[src/rtl/npc_pkg.sv]
package npc_pkg;
  localparam int unsigned PC_W   = 8;
  localparam int unsigned DATA_W = 16;
  localparam int unsigned FLOW_W = 3;

  typedef enum logic [FLOW_W-1:0] {
    FLOW_SEQ  = 3'd0,
    FLOW_JMP  = 3'd1,
    FLOW_JAL  = 3'd2,
    FLOW_BZ   = 3'd3,
    FLOW_BNZ  = 3'd4,
    FLOW_BNEG = 3'd5,
    FLOW_BPOS = 3'd6,
    FLOW_RSV  = 3'd7
  } flow_e;
endpackage

[src/rtl/npc_incr.sv]
module npc_incr #(
  parameter int unsigned W = 8
) (
  input  logic [W-1:0] pc_i,
  output logic [W-1:0] pc_inc_o,
  output logic         wrap_o
);
  function automatic logic [W-1:0] plus_one(input logic [W-1:0] v);
    return v + W'(1);
  endfunction

  assign pc_inc_o = plus_one(pc_i);
  assign wrap_o   = &pc_i;

  always_comb begin
    if (wrap_o) begin
      assert_wrap_zero_R2: assert (pc_inc_o == '0);
    end
  end
endmodule

[src/rtl/npc_cond_eval.sv]
module npc_cond_eval
  import npc_pkg::*;
#(
  parameter int unsigned DW = 16
) (
  input  flow_e         flow_i,
  input  logic [DW-1:0] val_i,
  output logic          is_zero_o,
  output logic          is_neg_o,
  output logic          taken_o
);
  function automatic logic decide(input flow_e f, input logic z, input logic n);
    case (f)
      FLOW_JMP, FLOW_JAL: return 1'b1;
      FLOW_BZ:            return z;
      FLOW_BNZ:           return !z;
      FLOW_BNEG:          return n;
      FLOW_BPOS:          return !n && !z;
      default:            return 1'b0;
    endcase
  endfunction

  assign is_zero_o = (val_i == '0);
  assign is_neg_o  = val_i[DW-1];
  assign taken_o   = decide(flow_i, is_zero_o, is_neg_o);

  always_comb begin
    if (flow_i == FLOW_BPOS && taken_o) begin
      assert_pos_excl_zero_R8: assert (!is_zero_o && !is_neg_o);
    end
    if (flow_i == FLOW_SEQ || flow_i == FLOW_RSV) begin
      assert_seq_not_taken_R1: assert (!taken_o);
    end
  end
endmodule

[src/rtl/npc_target_sel.sv]
module npc_target_sel #(
  parameter int unsigned W = 8
) (
  input  logic [W-1:0] pc_i,
  input  logic [W-1:0] pc_inc_i,
  input  logic [W-1:0] target_i,
  input  logic         take_i,
  input  logic         halt_i,
  output logic [W-1:0] next_o
);
  always_comb begin
    if (halt_i)      next_o = pc_i;
    else if (take_i) next_o = target_i;
    else             next_o = pc_inc_i;
  end
endmodule

[src/rtl/absbr_next_pc.sv]
module absbr_next_pc
  import npc_pkg::*;
#(
  parameter int unsigned PCW = PC_W,
  parameter int unsigned DW  = DATA_W
) (
  input  logic [PCW-1:0]    pc_i,
  input  logic [FLOW_W-1:0] flow_i,
  input  logic [PCW-1:0]    imm_i,
  input  logic [DW-1:0]     reg_val_i,
  input  logic              halt_i,
  output logic [PCW-1:0]    next_pc_o,
  output logic [PCW-1:0]    link_o,
  output logic              taken_o
);
  flow_e          flow_w;
  logic [PCW-1:0] pc_inc_w;
  logic           wrap_w;
  logic           is_zero_w;
  logic           is_neg_w;
  logic           cond_taken_w;
  logic           eff_taken_w;
  logic [PCW-1:0] target_w;

  assign flow_w      = flow_e'(flow_i);
  assign target_w    = imm_i;
  assign eff_taken_w = cond_taken_w && !halt_i;

  npc_incr #(.W(PCW)) u_incr (
    .pc_i     (pc_i),
    .pc_inc_o (pc_inc_w),
    .wrap_o   (wrap_w)
  );

  npc_cond_eval #(.DW(DW)) u_cond (
    .flow_i    (flow_w),
    .val_i     (reg_val_i),
    .is_zero_o (is_zero_w),
    .is_neg_o  (is_neg_w),
    .taken_o   (cond_taken_w)
  );

  npc_target_sel #(.W(PCW)) u_sel (
    .pc_i     (pc_i),
    .pc_inc_i (pc_inc_w),
    .target_i (target_w),
    .take_i   (eff_taken_w),
    .halt_i   (halt_i),
    .next_o   (next_pc_o)
  );

  assign link_o  = pc_inc_w;
  assign taken_o = eff_taken_w;

  always_comb begin
    if (halt_i) begin
      assert_halt_freeze_R9: assert (next_pc_o == pc_i && !taken_o);
    end
    if (!halt_i && (flow_w == FLOW_JMP || flow_w == FLOW_JAL)) begin
      assert_jump_abs_R3: assert (taken_o && next_pc_o == imm_i);
    end
    if (!halt_i && !taken_o) begin
      assert_fallthrough_R1: assert (next_pc_o == link_o);
    end
    if (wrap_w) begin
      assert_link_wrap_R10: assert (link_o == '0);
    end
    if (!halt_i && flow_w == FLOW_BZ) begin
      assert_bz_R5: assert (taken_o == is_zero_w);
    end
    if (!halt_i && flow_w == FLOW_BNEG) begin
      assert_bneg_R7: assert (taken_o == is_neg_w);
    end
  end
endmodule

[config.mk]
export PLATFORM = sky130hd
export DESIGN_NAME = absbr_next_pc
export DESIGN_NICKNAME = d
export VERILOG_FILES = /design/src/rtl/npc_pkg.sv /design/src/rtl/npc_incr.sv /design/src/rtl/npc_cond_eval.sv /design/src/rtl/npc_target_sel.sv /design/src/rtl/absbr_next_pc.sv
export SDC_FILE = /design/constraint.sdc
export NUM_CORES = 1
export LEC_CHECK = 0
export BUFFER_PORTS_ARGS = -buffer_cell sky130_fd_sc_hd__buf_4
export CAP_MARGIN = 5
export CELL_PAD_IN_SITES_DETAIL_PLACEMENT = 1
export CELL_PAD_IN_SITES_GLOBAL_PLACEMENT = 1
export CORE_MARGIN = 1.5
export CORE_UTILIZATION = 25
export DETAILED_ROUTE_END_ITERATION = 8
export PLACE_DENSITY_LB_ADDON = 0.1
export SYNTH_ARGS = -nofsm -noshare
export SYNTH_HDL_FRONTEND = slang
export SYNTH_SLANG_ARGS = --single-unit
[constraint.sdc]
create_clock -name vclk -period 3.6
set_clock_uncertainty 0.15 [all_clocks]
set_input_delay 0 -clock vclk [all_inputs]
set_output_delay 0 -clock vclk [all_outputs]
set_load 0.01 [all_outputs]
==> metrics <==
die width between 40 and 50 µm; TritonRoute pass-1 iters 4; Syn Nets 122; sequential share of the synthesized area 0%; relative slew slack a little under half; final hold vios 0; final hold slack around 120 ps; outcome completed; Total Die Area approximately 0.0025 mm²; Worst Path Max Fanout 12; adder-cell area share of the yosys netlist between 2 and 2.5%; Final period util 51.4%; n_diodes 0; Rows 16; CTS resizes 0; hpwl dp 1770 µm; pins over their slew limit 0; critical path cell sequence buf_4 > nand2b_1 > o22ai_1 > a22oi_1 > o211ai_1 > nand3_1 > buf_4; Starting Density 27.0%; area leader, netlist o211ai_1; Post-Syn Area per Cell ~6.4 µm²; min Tclk post-route about 1900 ps; Netlist cell types 26; maximum number of pins on one net before global-route repair 21; Max stage delay on crit path 610 ps; Final ANT Viol Nets 0; Max Clk Rate 540 MHz; number of global-route vias before repair slightly above 800; critical path endpoint category output pin; leak pwr 0.439 nW; vias per cell just over 5; Core Box Area 0.00200 mm²; Port-buffer cells 53; Post-Synth Simple-Gate Area a little over half; gr ovfl total 0; GP Congestion between 0.8 and 0.9; first-pass GRT wire length 3540 µm; share of the synthesized area in the top cell type between 10% and 20%; WL per Instance approximately 13 µm; initial antenna violation count 0; Area Growth Syn to Fin 75.0%; layout cells sized above 1 ~44%; Post-CTS Repair Setup Buffers 0; Data required, critical path between 3000 and 4000 ps; Final Power about 0.00012 W; drc violations 0; Hold Crit Class in2out; number of clock buffers in the layout 0; slowest stage cell, crit path o22ai_1; Max VDD drop a little over 60 µV; Post-Route Setup TNS 0 ps; hold buffers post-CTS 0; most frequent CP cell buf_4; Reg area 0 µm²; synthesized area about 540 µm²; final worst setup slack 1750 ps; total wire length around 2100 µm; power density over cell area around 130 mW/mm²; cell count after synthesis 85; Synth Area in XOR/XNOR 9.72%; FFs & Latches 0; Slew @ Worst Pin a little under 800 ps; largest family of logic cells by synthesized area simple AND/OR/NAND/NOR gates; Synth Area in Compound Gates a little over a fifth; fin area 946 µm²; Area contributors post-synth o211ai_1 (15%), nand2_1 (9.0%), nor4_2 (6.9%), or4_1 (6.9%), nand3_1 (6.5%); die height 49.5 µm; Ports between 50 and 60; RSZ-0062 raised after global routing false; mux cell area share after synthesis about 4.6%; list of most frequent post-synthesis cells nand2_1 (13), o211ai_1 (11), nand3_1 (7); drt first-iter violations 6; Max-cap violations 0; count leader, synth nand2_1; via count around 820; pre-CTS setup slack approximately 1800 ps; yosys warns 0; Layout Nets approximately 170; Final setup viols 0; GRT Total Usage between 15 and 20%; critical path class in2out; Worst EP arrival around 1700 ps; area post-placement roughly 950 µm²; Startpoint Class primary input
[cells by family after synthesis]
logic type | after synthesis
compound gates | 15
mux | 2
simple gates | 50
fa+ha+maj | 1
xor+xnor | 6
buf+inv | 11
[layout make-up]
type	instances	area, µm²
inverter	6	22.5
fill	277	1060
timing repair buffer	53	398
multi-input combinational	74	492
tap	27	33.8
[layer usage]
layer / global-route usage (%) / vias up / part of all wire [%]
li1: - / 415 / -
met1: 20.5 / 371 / 43
met2: 33.8 / 31 / 51
met3: 1.21 / 2 / 5.4
met4: 1.39 / 0 / 0.58
met5: 0 / - / 0
[per-stage QoR]
step,utilization (%),std cells
after floorplan,-,85
after global placement,47.3,160
after detailed placement,47.3,160
after CTS,47.3,160
after global routing,47.3,160
final,47.3,160
[report_power, final]
group          internal (W)  switching (W)  total, W
logic             0.0000660      0.0000544  0.000120
registers                 0              0         0
clock network             0              0         0
total             0.0000660      0.0000544  0.000120
[critical path: cells and delay by family]
| family | cells | cell delay (ps) |
|---|---|---|
| buffers and inverters | 2 | 280 |
| AND/OR/NAND/NOR | 2 | 230 |
| AO/OA/AOI/OAI | 3 | 1190 |
[layout by cell type (no fill, tap or decap), drive strengths merged, types with 2 or more instances in the layout]
cell type / count
or4: 5
inv: 6
nand2: 13
o311ai: 2
o211ai: 11
xor2: 2
nand2b: 2
nand4: 2
nor3: 6
nand3: 7
or2: 2
nor4: 4
xnor2: 4
buf: 53
nor2: 2
and2: 4
[worst paths after layout]
path                  depth (start not counted)      endpoint      start  slack, ps
worst max-delay path                          7  next_pc_o[4]  flow_i[2]       1750
worst min-delay path                          3     link_o[0]    pc_i[0]        120
No activity file was read; power rests on OpenSTA's default activity.
